`config.mk`:
```
export PLATFORM = sky130hd
export DESIGN_NAME = dbg_sysacc_ctrl
export DESIGN_NICKNAME = d
export VERILOG_FILES = /design/src/rtl/dsa_pkg.sv /design/src/rtl/dsa_sync.sv /design/src/rtl/dsa_dbg_ctrl.sv /design/src/rtl/dsa_sys_seq.sv /design/src/rtl/dbg_sysacc_ctrl.sv
export SDC_FILE = /design/constraint.sdc
export NUM_CORES = 1
export LEC_CHECK = 0
export CAP_MARGIN = 0
export CORE_UTILIZATION = 48
export CTS_BUF_LIST = sky130_fd_sc_hd__clkbuf_16
export DETAILED_ROUTE_END_ITERATION = 7
export GPL_ROUTABILITY_DRIVEN = 0
export PLACE_DENSITY = 0.87
export SYNTH_ARGS = -nofsm -noshare
export SYNTH_HDL_FRONTEND = slang
export SYNTH_SLANG_ARGS = --single-unit
```
`constraint.sdc`:
```
create_clock -name clk -period 3.6 [get_ports clk]
set_clock_uncertainty 0.05 [all_clocks]
set_input_delay 1.08 -clock clk [delete_from_list [all_inputs] [get_ports clk]]
set_output_delay 1.08 -clock clk [all_outputs]
set_load 0.03 [all_outputs]
```
`src/rtl/dsa_pkg.sv`:
```
package dsa_pkg;

   localparam int INSTR_W = 32;
   localparam int OP_LSB  = 29;
   localparam int CNT_LSB = 16;
   localparam int CNT_W   = 4;
   localparam int FLD_AW  = 16;

   localparam logic [2:0] OPC_NOP = 3'd0;
   localparam logic [2:0] OPC_LD  = 3'd1;
   localparam logic [2:0] OPC_ST  = 3'd2;
   localparam logic [2:0] OPC_LDM = 3'd3;
   localparam logic [2:0] OPC_STM = 3'd4;

   localparam int ST_ARMED = 0;
   localparam int ST_RUN   = 1;
   localparam int ST_DONE  = 3;
   localparam int ST_REJ   = 4;

   typedef struct packed {
      logic [2:0]        op;
      logic [CNT_W-1:0]  cnt;
      logic [FLD_AW-1:0] addr;
   } job_t;

   typedef enum logic [1:0] {D_IDLE, D_ARMED, D_RUN} dstate_e;
   typedef enum logic {S_IDLE, S_BEAT} sstate_e;

   function automatic logic is_xfer(input logic [2:0] op);
      return (op == OPC_LD) || (op == OPC_ST) || (op == OPC_LDM) || (op == OPC_STM);
   endfunction

   function automatic logic is_load(input logic [2:0] op);
      return (op == OPC_LD) || (op == OPC_LDM);
   endfunction

   function automatic logic is_multi(input logic [2:0] op);
      return (op == OPC_LDM) || (op == OPC_STM);
   endfunction

   function automatic job_t unpack_word(input logic [INSTR_W-1:0] w);
      job_t j;
      j.op   = w[OP_LSB +: 3];
      j.cnt  = w[CNT_LSB +: CNT_W];
      j.addr = w[FLD_AW-1:0];
      return j;
   endfunction

endpackage

```
`src/rtl/dsa_sync.sv`:
```
module dsa_sync #(
   parameter int STAGES = 2
) (
   input  logic clk,
   input  logic rst_n,
   input  logic d,
   output logic q
);

   generate
      if (STAGES < 2) begin : g_bad_stages
         $error("dsa_sync: STAGES must be at least 2");
      end
   endgenerate

   logic [STAGES-1:0] chain;

   always_ff @(posedge clk or negedge rst_n) begin
      if (!rst_n) chain <= '0;
      else        chain <= {chain[STAGES-2:0], d};
   end

   assign q = chain[STAGES-1];

endmodule

```
`src/rtl/dsa_dbg_ctrl.sv`:
```
module dsa_dbg_ctrl
   import dsa_pkg::*;
#(
   parameter int               IR_W       = 4,
   parameter logic [IR_W-1:0]  RESTART_IR = 4'b0100,
   parameter logic [3:0]       TAP_IDLE   = 4'hC
) (
   input  logic               clk,
   input  logic               rst_n,
   input  logic               scan_valid,
   input  logic [INSTR_W-1:0] scan_word,
   input  logic               scan_sysspd,
   input  logic [3:0]         tap_state,
   input  logic [IR_W-1:0]    tap_ir,
   input  logic               done_sync,
   output logic               start_tog,
   output job_t               job,
   output logic               armed,
   output logic               running,
   output logic               done_bit,
   output logic               rej_bit,
   output logic               ack
);

   dstate_e state;
   job_t    cand;
   logic    cand_ok;
   logic    done_seen;
   job_t    scan_job;
   logic    go, done_evt, scan_ok, flag_arm, flag_bad;
   logic    unused_fields;

   assign scan_job      = unpack_word(scan_word);
   assign unused_fields = ^scan_word[OP_LSB-1:CNT_LSB+CNT_W];

   assign go       = (state == D_ARMED) && (tap_ir == RESTART_IR) && (tap_state == TAP_IDLE);
   assign done_evt = (state == D_RUN) && (done_sync != done_seen);
   assign scan_ok  = scan_valid && (state != D_RUN) && !go;
   assign flag_arm = scan_ok && scan_sysspd && (scan_job.op == OPC_NOP) && cand_ok;
   assign flag_bad = scan_ok && scan_sysspd && !((scan_job.op == OPC_NOP) && cand_ok);

   always_ff @(posedge clk or negedge rst_n) begin
      if (!rst_n) begin
         state     <= D_IDLE;
         cand      <= '0;
         cand_ok   <= 1'b0;
         job       <= '0;
         start_tog <= 1'b0;
         done_seen <= 1'b0;
         done_bit  <= 1'b0;
         rej_bit   <= 1'b0;
         ack       <= 1'b1;
      end else begin
         if (go) begin
            start_tog <= ~start_tog;
            state     <= D_RUN;
         end
         if (done_evt) begin
            done_seen <= done_sync;
            done_bit  <= 1'b1;
            ack       <= 1'b1;
            state     <= D_IDLE;
         end
         if (scan_ok && !scan_sysspd) begin
            cand    <= scan_job;
            cand_ok <= is_xfer(scan_job.op);
         end
         if (flag_arm) begin
            job      <= cand;
            state    <= D_ARMED;
            done_bit <= 1'b0;
            rej_bit  <= 1'b0;
            ack      <= 1'b0;
         end
         if (flag_bad) rej_bit <= 1'b1;
      end
   end

   assign armed   = (state == D_ARMED);
   assign running = (state == D_RUN);

endmodule

```
`src/rtl/dsa_sys_seq.sv`:
```
module dsa_sys_seq
   import dsa_pkg::*;
#(
   parameter int ADDR_W = 16,
   parameter int DATA_W = 32
) (
   input  logic              clk,
   input  logic              rst_n,
   input  logic              start_sync,
   input  job_t              job,
   input  logic [DATA_W-1:0] wdata_in,
   input  logic [DATA_W-1:0] mem_rdata,
   input  logic              mem_wait_n,
   output logic              mem_req,
   output logic              mem_we,
   output logic [ADDR_W-1:0] mem_addr,
   output logic [DATA_W-1:0] mem_wdata,
   output logic [DATA_W-1:0] rd_data,
   output logic              done_tog
);

   sstate_e          state;
   logic             seen;
   logic [CNT_W-1:0] left;

   always_ff @(posedge clk or negedge rst_n) begin
      if (!rst_n) begin
         state    <= S_IDLE;
         seen     <= 1'b0;
         left     <= '0;
         mem_addr <= '0;
         mem_we   <= 1'b0;
         rd_data  <= '0;
         done_tog <= 1'b0;
      end else if (state == S_IDLE) begin
         if (start_sync != seen) begin
            seen     <= start_sync;
            state    <= S_BEAT;
            mem_addr <= job.addr[ADDR_W-1:0];
            left     <= is_multi(job.op) ? job.cnt : '0;
            mem_we   <= !is_load(job.op);
         end
      end else if (mem_wait_n) begin
         if (!mem_we) rd_data <= mem_rdata;
         if (left == '0) begin
            state    <= S_IDLE;
            done_tog <= ~done_tog;
         end else begin
            left     <= left - 1'b1;
            mem_addr <= mem_addr + 1'b1;
         end
      end
   end

   assign mem_req   = (state == S_BEAT);
   assign mem_wdata = wdata_in;

endmodule

```
`src/rtl/dbg_sysacc_ctrl.sv`:
```
module dbg_sysacc_ctrl
   import dsa_pkg::*;
#(
   parameter int              ADDR_W      = 16,
   parameter int              DATA_W      = 32,
   parameter int              IR_W        = 4,
   parameter logic [IR_W-1:0] RESTART_IR  = 4'b0100,
   parameter logic [3:0]      TAP_IDLE    = 4'hC,
   parameter int              SYNC_STAGES = 2,
   parameter int              STAT_W      = 8
) (
   input  logic               clk,
   input  logic               rst_n,
   input  logic               scan_valid,
   input  logic [INSTR_W-1:0] scan_word,
   input  logic               scan_sysspd,
   input  logic [DATA_W-1:0]  dbg_wdata,
   input  logic [3:0]         tap_state,
   input  logic [IR_W-1:0]    tap_ir,
   output logic               mem_req,
   output logic               mem_we,
   output logic [ADDR_W-1:0]  mem_addr,
   output logic [DATA_W-1:0]  mem_wdata,
   input  logic [DATA_W-1:0]  mem_rdata,
   input  logic               mem_wait_n,
   output logic [DATA_W-1:0]  rd_data,
   output logic               dbg_ack,
   output logic [STAT_W-1:0]  dbg_status
);

   generate
      if (ADDR_W < 1 || ADDR_W > FLD_AW) begin : g_bad_addr
         $error("dbg_sysacc_ctrl: ADDR_W must lie in 1..16");
      end
      if (STAT_W <= ST_REJ) begin : g_bad_stat
         $error("dbg_sysacc_ctrl: STAT_W too small for status bits");
      end
      if (DATA_W < 1) begin : g_bad_data
         $error("dbg_sysacc_ctrl: DATA_W must be positive");
      end
   endgenerate

   logic start_tog, start_sync, done_tog, done_sync;
   logic armed, running, done_bit, rej_bit;
   job_t job;

   dsa_dbg_ctrl #(
      .IR_W       (IR_W),
      .RESTART_IR (RESTART_IR),
      .TAP_IDLE   (TAP_IDLE)
   ) u_dbg (
      .clk         (clk),
      .rst_n       (rst_n),
      .scan_valid  (scan_valid),
      .scan_word   (scan_word),
      .scan_sysspd (scan_sysspd),
      .tap_state   (tap_state),
      .tap_ir      (tap_ir),
      .done_sync   (done_sync),
      .start_tog   (start_tog),
      .job         (job),
      .armed       (armed),
      .running     (running),
      .done_bit    (done_bit),
      .rej_bit     (rej_bit),
      .ack         (dbg_ack)
   );

   dsa_sync #(.STAGES(SYNC_STAGES)) u_sync_start (
      .clk (clk), .rst_n (rst_n), .d (start_tog), .q (start_sync)
   );

   dsa_sync #(.STAGES(SYNC_STAGES)) u_sync_done (
      .clk (clk), .rst_n (rst_n), .d (done_tog), .q (done_sync)
   );

   dsa_sys_seq #(
      .ADDR_W (ADDR_W),
      .DATA_W (DATA_W)
   ) u_sys (
      .clk        (clk),
      .rst_n      (rst_n),
      .start_sync (start_sync),
      .job        (job),
      .wdata_in   (dbg_wdata),
      .mem_rdata  (mem_rdata),
      .mem_wait_n (mem_wait_n),
      .mem_req    (mem_req),
      .mem_we     (mem_we),
      .mem_addr   (mem_addr),
      .mem_wdata  (mem_wdata),
      .rd_data    (rd_data),
      .done_tog   (done_tog)
   );

   always_comb begin
      dbg_status           = '0;
      dbg_status[ST_ARMED] = armed;
      dbg_status[ST_RUN]   = running;
      dbg_status[ST_DONE]  = done_bit;
      dbg_status[ST_REJ]   = rej_bit;
   end

endmodule

```
==> results_dict.tcl <==
set metrics [dict create \
    max_stage_delay_ns 0.66 \
    drv_cap 0 \
    grt_pass1_vias 3941 \
    crit_fanout 4 \
    syn_inst 421 \
    io_buffer_count 122 \
    ys.flop_type "dfrtp_1" \
    routed_wl_microns 12100 \
    fp-row-count 38 \
    timing.final.ws_setup_ns 0.638 \
    clkTransAtPathRegs_ns 0.05 \
    grt_start_max_net_pins 68 \
    grt_usage 0.221 \
    cts_max_path_buffers 2 \
    io_pins 200 \
    fin_setup_tns_ns 0 \
    cp_slowest_cell "clkdlybuf4s50_1" \
    synth_top_area_frac 0.526 \
    dr_total_vias 3700 \
    rsz0062_at_grt "false" \
    crit_arrival_ns 1.83 \
    instances_no_fill 665 \
    path_cells "or2b_1 > inv_1 > clkdlybuf4s50_1" \
    antenna_left 0 \
    worst_slew_pin_slew_ns 0.749 \
    cts_hold_buf 0 \
    ys_types 63 \
    cp.required_ns 2.47 \
    fp.coreArea_sq_um 10900 \
    hold_viol 0 \
    die_y_microns 108 \
    start_util 0.494 \
    nNetsFinal 627 \
    synth.avg_cell_area_sq_um 12.8 \
    crit_family "buffers and inverters" \
    fmax_mhz 338 \
    grt_pass1_wl_microns 19200 \
    synth_async_sr_flop_share 1.00 \
    cts_resized 0 \
    postCtsSetupRepairBufs 0 \
    period_needed_ns 2.96 \
    antenna_found_initial 0 \
    fillers 798 \
    multi_input_area_sq_um 2070 \
    clock_latency_ns 0.41 \
    seq_area_sq_um 2850 \
    yosys_warnings 0 \
    layout_common_cells "clkdlybuf4s50_1 (121), dfrtp_1 (113), mux2_2 (60), mux2_4 (20), nand2_1 (18)" \
    chipWidth_microns 108 \
    cts_buffers 17 \
    placed_cells 636 \
    antennaDiodeCount 0 \
    critical_path_buf_inv_count 2 \
    avgViaCountPerCell 5.56 \
    post-place-ws_ns 0.506 \
    post-route-drc-count 0 \
    start_kind "register" \
    synthesis.area_sq_um 5380 \
    total_power_mw 5.91 \
    critPathKind "reg2out" \
    synth_edf_count 0 \
    peakVddDrop_mv 0.528 \
    routedWlPerCell_microns 18.2 \
    slew_viol_final 0 \
    setup_viol 0 \
    leakage_nw 3.04 \
    gr-total-overflow 0 \
    clock_sinks 114 \
    dieArea_sq_um 11600 \
    max-slew-margin-rel 0.499 \
    synth_top_cell_by_area "dfrtp_1" \
    final_common_cell "clkdlybuf4s50_1" \
    cts_max_level 4 \
    yosysSeqAreaShare 0.531 \
    ys_seq_elements 114 \
    finalCritPeriodShare 0.823 \
    firstDrtPassIters 5 \
    cp-end-kind "output port" \
    synth.area.top_cells "dfrtp_1 (53%), mux2_2 (13%), buf_4 (5.7%)" \
    powerDensity_nw_per_um2 851 \
    cts_root_buf "clkbuf_16" \
    dp_hpwl_microns 8430 \
    first_iter_violations 208 \
    drive_above_1_share 0.236 \
    worstHoldPathType "reg2reg" \
    status "complete, no violations" \
    syn_to_final_growth_pct 29.3 \
    cts_tree "yes" \
]
[cell usage after synthesis, types with 2 or more instances]
cell type    n
a211oi_1     8
a21oi_1     11
a31oi_1      8
and2_1       8
and3_1       3
buf_1        2
buf_12       2
buf_2        4
buf_4       41
buf_6        3
clkbuf_1     6
dfrtp_1    113
ha_1         3
inv_1        7
mux2_2      60
mux2_4      20
mux2i_1      4
nand2_1     18
nand2b_1     6
nand3_1      9
nand3_2      2
nand3b_1     3
nand4_1      3
nor2_1      17
nor3_1       3
o21a_1       3
o21ai_0      3
o22ai_1      2
o311ai_0     2
o31ai_1      5
or4_1        4
xnor2_1      4
xor2_1       4
[routing by layer]
metal,share of wire,vias to the layer above,global-route usage
li1,-,1647,-
met1,0.37,1838,0.248
met2,0.51,168,0.370
met3,0.072,47,0.0617
met4,0.043,0,0.138
met5,0,-,0
[cell type report]
| cell class | instances | area share |
|---|---|---|
| clock buffers | 17 | 0.0612 |
| clock inverters | 12 | 0.0148 |
| inverters | 7 | 0.00378 |
| multi-input cells | 245 | 0.299 |
| flip-flops and latches | 114 | 0.411 |
| well taps | 140 | 0.0252 |
| repair buffers | 130 | 0.186 |
[worst paths after layout]
path | cells after the start | slack (ns) | start | end
setup / recovery | 3 | 0.64 | u_dbg.state[0]$_DFFE_PN0P_ | dbg_status[1]
hold / removal | 0 | 0.30 | u_sync_done.chain[0]$_DFF_PN0_ | u_sync_done.chain[1]$_DFF_PN0_
setup reg to reg | 7 | 1.43 | u_sys.left[0]$_DFFE_PN0P_ | u_sys.mem_addr[6]$_DFFE_PN0P_
hold reg to reg | 0 | 0.30 | u_sync_done.chain[0]$_DFF_PN0_ | u_sync_done.chain[1]$_DFF_PN0_
max in group asynchronous | 2 | 2.05 | rst_n | u_dbg.ack$_DFFE_PN1P_
min in group asynchronous | 1 | 0.64 | rst_n | u_dbg.cand[16]$_DFFE_PN0P_
[through the flow]
| stage | util | hold WS, ns | cell area [sq um] |
|---|---|---|---|
| floorplan | - | 0.281 | 5390 |
| global placement | 0.590 | 0.286 | 6420 |
| detailed placement | 0.590 | 0.291 | 6420 |
| CTS | 0.638 | 0.302 | 6950 |
| global route | 0.638 | 0.308 | 6950 |
| finish | 0.638 | 0.297 | 6950 |
[power breakdown]
| group | internal, mW | leakage (nW) | switching [mW] |
|---|---|---|---|
| registers | 1.74 | 1.36 | 0.338 |
| logic | 1.08 | 1.41 | 1.23 |
| clock network | 0.982 | 0.270 | 0.547 |
[state kept, by name, indices dropped and copies added (netlist names)]
name                flops
u_dbg.rej_bit           1
u_dbg.done_seen         1
u_dbg.cand_ok           1
u_sync_start.chain      2
u_sys.rd_data          32
u_dbg.done_bit          1
u_sys.seen              1
u_dbg.job              23
u_sys.mem_we            1
u_sys.done_tog          1
u_dbg.state             2
u_sys.left              4
u_dbg.ack               1
u_sync_done.chain       2
u_dbg.start_tog         1
u_sys.mem_req           1
u_dbg.cand             23
u_sys.mem_addr         16
[kinds of logic after synthesis]
kind of cell,count (synthesis),share of synthesized area
XOR/XNOR,8,0.0130
flip-flops,114,0.531
other,1,0.000698
AO/OA/AOI/OAI,53,0.0684
buffers and inverters,65,0.0852
adder cells (fa/ha/maj),3,0.00698
AND/OR/NAND/NOR,92,0.104
multiplexers,85,0.191
Power figures use the tool's default switching activity.
